==> src/rtl/tp_read_port.sv <==
module tp_read_port #(
  parameter int DATA_W      = 8,
  parameter int SYNC_STAGES = 2
) (
  input  logic              clk,
  input  logic              rst_n,
  input  logic              req_tgl,
  input  logic [DATA_W-1:0] req_data,
  input  logic              rd_en,
  output logic              rd_rdy,
  output logic [DATA_W-1:0] rd_data,
  output logic              ack_tgl
);

  localparam int LAST = SYNC_STAGES - 1;

  logic [LAST:0]       sync_q;
  logic                ack_q;
  logic [DATA_W-1:0]   data_q;

  wire req_s   = sync_q[LAST];
  wire req_pre = sync_q[LAST-1];
  wire take    = rd_rdy & rd_en;
  wire ack_nxt = take ? req_s : ack_q;
  wire stall   = rd_rdy & ~take;
  wire load    = (req_pre ^ ack_nxt) & ~stall;

  assign rd_rdy  = req_s ^ ack_q;
  assign rd_data = data_q;
  assign ack_tgl = ack_q;

  always_ff @(posedge clk) begin
    if (!rst_n) begin
      sync_q <= '0;
      ack_q  <= 1'b0;
      data_q <= '0;
    end else begin
      sync_q <= {sync_q[LAST-1:0], req_tgl};
      ack_q  <= ack_nxt;
      if (load) data_q <= req_data;
    end
  end

endmodule


==> config.mk <==
export PLATFORM = sky130hd
export DESIGN_NAME = tp_read_port
export DESIGN_NICKNAME = d
export VERILOG_FILES = /design/src/rtl/tp_read_port.sv
export SDC_FILE = /design/constraint.sdc
export NUM_CORES = 1
export LEC_CHECK = 0
export BUFFER_PORTS_ARGS = -buffer_cell sky130_fd_sc_hd__buf_2
export CAP_MARGIN = 30
export CORE_AREA = 4 4 41 43
export DETAILED_ROUTE_END_ITERATION = 10
export DIE_AREA = 0 0 45 47
export PLACE_DENSITY_LB_ADDON = 0.12
export SYNTH_ARGS = -nofsm -noshare
export SYNTH_HDL_FRONTEND = slang
export SYNTH_SLANG_ARGS = --single-unit
export TNS_END_PERCENT = 20
==> constraint.sdc <==
create_clock -name clk -period 1.3 [get_ports clk]
set_input_delay 0.26 -clock clk [delete_from_list [all_inputs] [get_ports clk]]
set_output_delay 0.26 -clock clk [all_outputs]
set_load 0.1 [all_outputs]
* Yosys cells after proc, flatten, opt, wreduce, memory -nomap -nowiden
Cells that the tools add are included.
** Word-level totals
- Output and inout bits :: 10
- Logic and storage cells :: 11
- Input port bits :: 12
- Flip-flop bits (word level) :: 11
** Operators by class
- Multiplexer cells :: 1
- Bitwise gates (word level) :: 7
** Operators with widths (count)
- $and 1x1->1 :: 3
- $not 1->1 :: 2
- $xor 1x1->1 :: 2
- $mux 1 :: 1

* Depth between registers and ports, before layout
Gate-level depths: netlist (run 1).
- Depth in word-level cells :: 6
- Depth in mapped cells :: 4
- Depth with buffers taken out :: 3

* Worst setup path after synthesis (run 1)
No wires, ideal clock.
- Path type :: reg2out
- Start point :: register ack_q, in the netlist ack_tgl
- End point :: output port rd_rdy
- Path slack :: -1.427 ns
- Buffers on the path :: 0
- Cell stages (with the launch flop) :: 2
- Arrival time :: 2.467 ns
- Required time :: 1.040 ns
- Cell sequence :: dfxtp_1 > xor2_1
** On the way
- Cells in the longest elaborated chain, start to end :: 1
** RTL lines
- from (decl) :: line 18 : logic ack_q;
- from (signal assigned) :: line 39 : ack_q <= ack_nxt;
- $xor 1x1->1 :: line 28 : assign rd_rdy = req_s ^ ack_q;
- to (decl) :: line 10 : output logic rd_rdy,
No other way between the ends.

* Worst setup path after layout (run 1)
Same ends and word-level chain as after synthesis.

==> results of run 1 <==
==> layer usage <==
| metal | vias to the layer above | wire length, microns | GRT usage [%] |
|---|---|---|---|
| li1 | 198 | - | - |
| met1 | 166 | 332 | 9.91 |
| met2 | 15 | 419 | 16.1 |
| met3 | 2 | 94 | 3.83 |
| met4 | 0 | 8 | 7.02 |
| met5 | - | 0 | 0 |
==> synthesized netlist by cell type <==
cell type	count
nand2_1	17
buf_6	1
xor2_1	1
nand2b_1	1
dfxtp_1	11
a21boi_1	1
a22oi_2	1
mux2i_1	8
buf_2	2
nor2b_1	1
o21ba_2	1
and2_1	2
==> critical path, stage by stage (launching register included) <==
cell	delay (ps)
dfxtp_4	400
xor2_4	170
buf_12	190
==> worst min path at each step <==
stage                          from   endpoint  slack [ps]  cells past startpoint
after floorplan             req_tgl  sync_q[0]         380                      1
after global placement      req_tgl  sync_q[0]         460                      2
after detailed placement  sync_q[0]  sync_q[1]         460                      1
after CTS                   req_tgl  sync_q[0]         190                      2
after global routing        req_tgl  sync_q[0]         200                      2
final                       req_tgl  sync_q[0]         200                      2
==> registers in the layout (all words and copies together) (netlist names) <==
signal,flops
ack_tgl,1
rd_data,8
sync_q,2
==> kinds of logic after synthesis <==
| family | synth area share, % |
|---|---|
| compound gates | 6.69 |
| flops | 49.0 |
| xor+xnor | 1.95 |
| mux | 17.8 |
| buf+inv | 4.74 |
| simple gates | 19.8 |
==> power by group through the flow <==
stage                     sequential, mW  combinational, mW  clock, mW
after floorplan                    0.487             0.0687          0
after global placement             0.383              0.276          0
after detailed placement           0.383              0.277          0
after CTS                          0.374              0.277      0.241
after global routing               0.377              0.288      0.256
final                              0.374              0.275      0.224
==> layout make-up <==
class                      count  area share (%)
clock buffer                   4            3.41
tap                           15            2.44
multi-input combinational     33            29.4
sequential                    11            29.6
timing repair buffer          23            35.1
==> stage by stage <==
stage / hold slack [ps] / power, mW / worst slack (ps) / utilization, % / instances
after floorplan: 382 / 0.555 / -132 / - / 47
after global placement: 462 / 0.659 / 103 / 56.8 / 82
after detailed placement: 457 / 0.660 / 71.9 / 56.8 / 82
after CTS: 186 / 0.893 / 8.69 / 59.1 / 86
after global routing: 198 / 0.920 / -23.2 / 59.1 / 86
final: 196 / 0.873 / 23.3 / 59.1 / 86
==> repair_timing <==
action / 4_1_cts / 5_1_grt
setup endpoints to repair: 1 / 1
cloned: 0 / 0
pin swaps: 0 / 1
resized for setup: 2 / 0
hold buffers: 0 / 0
==> results by group, run 1 <==
Timing
  – Total count of max-transition violations in the final report: 0
  – Final total negative setup slack: 0 ps
  – Setup skew after layout: 1.57 ps
  – Minimum period implied by the final worst setup slack: 1280 ps
  – Number of setup violations in the final report: 0
  – Period Utilization, post-route: 98.2%
  – Final Hold Violating Endpoints: 0
  – RSZ-0062 raised after global routing: true
  – Slew at the pin closest to its max-slew limit: ~290 ps
  – Highest achievable clock rate: 783 MHz
  – Worst rel slew slack: about four fifths

Status
  – Run status: finished clean

Worst setup path
  – Launching element type of the critical path: flip-flop
  – Biggest fanout along the worst timing path: 4
  – Critical R2R Launch: ack_tgl
  – Endpoint of the worst setup timing path: rd_rdy
  – Critical R2R Capture: rd_data[6]
  – Critical path class: flip-flop to primary output
  – Critical path data required time: 1040 ps
  – Launch point of the worst path: ack_tgl
  – Arrival time reported for the critical path endpoint: between 1000 and 1500 ps
  – Worst setup slack for register-to-register paths: 120 ps
  – Worst reg-to-reg path cell count: 4
  – Kind of end point of the critical path: primary output

Cells and area
  – Post-Layout Inst Area: 769 sq um
  – Share of cells above drive strength 1: between 40% and 50%
  – Area occupied by multi-input gates: 226 sq um
  – Fill count: 122
  – Number of nets at the end of the flow: between 80 and 90
  – Most used cells in the layout excluding fill and tap cells: nand2_1 (17), buf_2 (11), buf_12 (10)
  – Leading cell type in the layout, fill and taps excluded: nand2_1
  – Layout area overhead: 71.3%
  – Area of all sequential standard cells: 228 sq um
  – Number of inserted diodes: 0

Clock network
  – TritonCTS clock tree: yes
  – # H-tree levels: 1
  – Clk_lat worst skew: 260 ps
  – Buffers inserted by post-CTS timing repair: 0
  – Cts bufs inserted: 3
  – Clk sinks: 11
  – Clock root buffer master: clkbuf_4
  – Clock Pin Slew Worst Setup and Hold Paths: ~70 ps
  – Worst-case clock buffer depth: 2

Global routing
  – Congestion Overflow GR: 0
  – First-pass GRT wire length: 1.43 mm
  – GRT Overall Usage: 9.68%
  – Pin count of the biggest net entering global routing: 20
  – Via count of the first global-routing pass: approximately 370
  – Initial antenna violation count: 0

Floorplanning
  – Initial core utilization: 34.5%
  – Core Region: 1300 sq um
  – Number of primary I/O pins: 22
  – Number of placement rows: 13
  – Width of the die: 45 microns
  – Die area: 2120 sq um
  – Die span in y: between 40 and 50 microns

Route
  – Wire length after detailed routing: 854 microns
  – DRC marker count from the first detailed-route iteration: 3
  – Residual antenna-violating net count after detailed routing: 0
  – Per-cell via count in the routed design: approximately 4.4
  – Post-route DRC violation count: 0
  – Count of vias placed by the detailed router: roughly 380
  – 1st-pass router iterations: 2
  – Mean routed wirelength per cell: 9.93 microns

Placement
  – Final weighted congestion in routability-driven placement: between 0.6 and 0.7
  – Number of port buffers: 21
  – Placed Instance Area: 739 sq um

Hold path
  – Path type of the worst min-delay path: input port to flip-flop

Synthesis
  – Average instance area after synthesis: 9.56 sq um
  – Post-synthesis net count: 59
  – Yosys Warn Count: 0
  – Flops & latches, synth: 11
  – Total standard cell area after synthesis: approximately 450 sq um
  – Yosys top cell area share: 49.0%
  – Cell type with the largest total area after synthesis: dfxtp_1
  – Synthesized instance count: 47
  – Cell types with the largest area share after synthesis: dfxtp_1 (49%), mux2i_1 (18%), nand2_1 (14%)
  – Number of library cell types mapped by synthesis: 12
  – Sequential area share after synthesis: between 40 and 50%

Power
  – Peak supply drop: 0.610 mV
  – Internal: 0.579 mW
  – Power dissipated by switching net loads: 0.294 mW
  – Leakage: approximately 0.36 nW
  – Switching power as a share of total power: 33.7%
  – Relative contribution of sequential cells to total power: 42.9%
  – PD cells: 1130 nW/um^2
  – Combinational cell fraction of total power: 31.5%
  – Clock network power share: between 20% and 30%

Run
  – Max-cap violation count: 0
No activity file was read; power rests on OpenSTA's default activity.
==> inputs of run 2 (changes only) <==
--- a/config.mk
+++ b/config.mk
@@ -10,7 +10,9 @@
 export CORE_AREA = 4 4 41 43
 export DETAILED_ROUTE_END_ITERATION = 10
 export DIE_AREA = 0 0 45 47
+export GPL_TIMING_DRIVEN = 0
 export PLACE_DENSITY_LB_ADDON = 0.12
+export RECOVER_POWER = 25
 export SYNTH_ARGS = -nofsm -noshare
 export SYNTH_HDL_FRONTEND = slang
 export SYNTH_SLANG_ARGS = --single-unit
==> run 2 against run 1 <==
Effect of this change:
- combinational power down 15%
- worst setup slack better by 11 ps
- critical path depth unchanged
- utilization down 8.8 points
- fmax up 0.85%
- sequential cell count unchanged
- largest cell class is now sequential cells
==> results by group, run 2 (same netlist as run 1, synthesis figures left out) <==
Cells and area
  – Final cell utilization of the core: 50.4%
  – Largest register FFs: 8
  – Number of inserted diodes: 0
  – Share of cells above drive strength 1: 40.8%
  – Number of nets at the end of the flow: 84
  – Number of standard cells in the final layout excluding fillers: 86
  – Most used cells in the layout excluding fill and tap cells: nand2_1 (17), buf_2 (10), dfxtp_1 (9)
  – Fill count: 134
  – Leading cell type in the layout, fill and taps excluded: nand2_1
  – Layout area overhead: 46.0%
  – Area occupied by multi-input gates: roughly 230 sq um
  – Area of all sequential standard cells: 228 sq um

Timing
  – Final Hold Violating Endpoints: 0
  – Setup skew after layout: 4.97 ps
  – Slew at the pin closest to its max-slew limit: between 400 and 500 ps
  – Final total negative setup slack: 0 ps
  – Minimum period implied by the final worst setup slack: ~1300 ps
  – Worst rel slew slack: between 70 and 80%
  – Total count of max-transition violations in the final report: 0
  – Final setup slack of the worst path: 34.1 ps
  – Period Utilization, post-route: 97.4%
  – Highest achievable clock rate: 790 MHz
  – RSZ-0062 raised after global routing: true
  – Number of setup violations in the final report: 0

Floorplanning
  – Die area: between 2000 and 2500 sq um
  – Die span in y: between 40 and 50 microns
  – Number of placement rows: 13
  – Initial core utilization: about a third
  – Number of primary I/O pins: 22
  – Width of the die: 45 microns
  – Core Region: 1300 sq um

Power
  – PD cells: around 1300 nW/um^2
  – Peak supply drop: between 0.6 and 0.7 mV
  – Leakage: 0.324 nW

Placement
  – Detailed Place HPWL: around 660 microns
  – Final weighted congestion in routability-driven placement: roughly 0.75
  – Pre-CTS worst setup slack: -1.71 ps
  – Inst Count DP: 82
  – Number of port buffers: 20

Route
  – Count of vias placed by the detailed router: between 300 and 400
  – 1st-pass router iterations: 3
  – Per-cell via count in the routed design: approximately 4.4
  – DRC marker count from the first detailed-route iteration: 2
  – Mean routed wirelength per cell: about 10 microns
  – Residual antenna-violating net count after detailed routing: 0
  – Post-route DRC violation count: 0
  – Wire length after detailed routing: 875 microns

Clock network
  – Worst-case clock buffer depth: 2
  – Number of hold-repair buffers added at the cts stage: 0
  – Clock root buffer master: clkbuf_4
  – Buffers inserted by post-CTS timing repair: 0
  – Clk sinks: 11
  – TritonCTS clock tree: yes
  – Clock Pin Slew Worst Setup and Hold Paths: 70 ps
  – # H-tree levels: 1
  – Cts bufs inserted: 3
  – Clk_lat worst skew: between 200 and 300 ps

Hold path
  – Path type of the worst min-delay path: input port to flip-flop

Worst setup path
  – Critical path class: flip-flop to primary output
  – Critical path data required time: 1040 ps
  – Kind of end point of the critical path: primary output
  – Launching element type of the critical path: flip-flop
  – Arrival time reported for the critical path endpoint: 1010 ps
  – Biggest fanout along the worst timing path: 4

Global routing
  – Initial antenna violation count: 0
  – Congestion Overflow GR: 0
  – Pin count of the biggest net entering global routing: 11
  – Via count of the first global-routing pass: 342
  – GRT Overall Usage: 9.19%
  – First-pass GRT wire length: 1.38 mm

Status
  – Run status: finished clean

Run
  – Max-cap violation count: 0
==> run 2: layer usage <==
layer	vias up	share of wire, %	GRT usage [%]
li1	199	-	-
met1	161	47	10.6
met2	15	43	14.4
met3	0	9.5	3.83
met4	0	0	5.26
met5	-	0	0
==> run 2: report_power, final <==
group / internal, mW / total [mW] / switching, mW
sequential: 0.353 / 0.365 / 0.0125
combinational: 0.0669 / 0.234 / 0.167
clock: 0.119 / 0.235 / 0.117
==> run 2: what timing repair did <==
item | 4_1_cts | 5_1_grt
pin swaps | 0 | 1
setup endpoints to repair | 5 | 6
hold endpoints to repair | 0 | 0
gates resized for setup | 10 | 5
==> run 2: layout make-up <==
cell class | instances | share of cell area (%)
flip-flops and latches | 11 | 34.7
multi-input cells | 33 | 34.5
repair buffers | 20 | 21.0
clock buffers | 4 | 4.01
plain buffers | 3 | 2.86
well taps | 15 | 2.86
==> run 2: critical path, cell delays in order (launching register included) <==
cell and delay, ps:
dfxtp_4 390, xor2_4 160, buf_12 190
==> run 2: worst paths after layout <==
kind / start / endpoint / slack (ps) / cells past startpoint
worst min register to register: rd_data[6] / rd_data[6] / 460 / 2
worst max register to register: ack_tgl / rd_data[1] / 170 / 4
worst min-delay path: req_tgl / sync_q[0] / 190 / 2
worst max-delay path: sync_q[1] / rd_rdy / 30 / 2
==> run 2: metrics by stage <==
step,cell area [sq um],power (mW),hold slack [ps]
2_1_floorplan,472,0.555,382
3_3_place_gp,591,0.595,443
3_5_place_dp,591,0.596,448
4_1_cts,646,0.845,185
5_1_grt,656,0.880,199
6_report,656,0.835,194
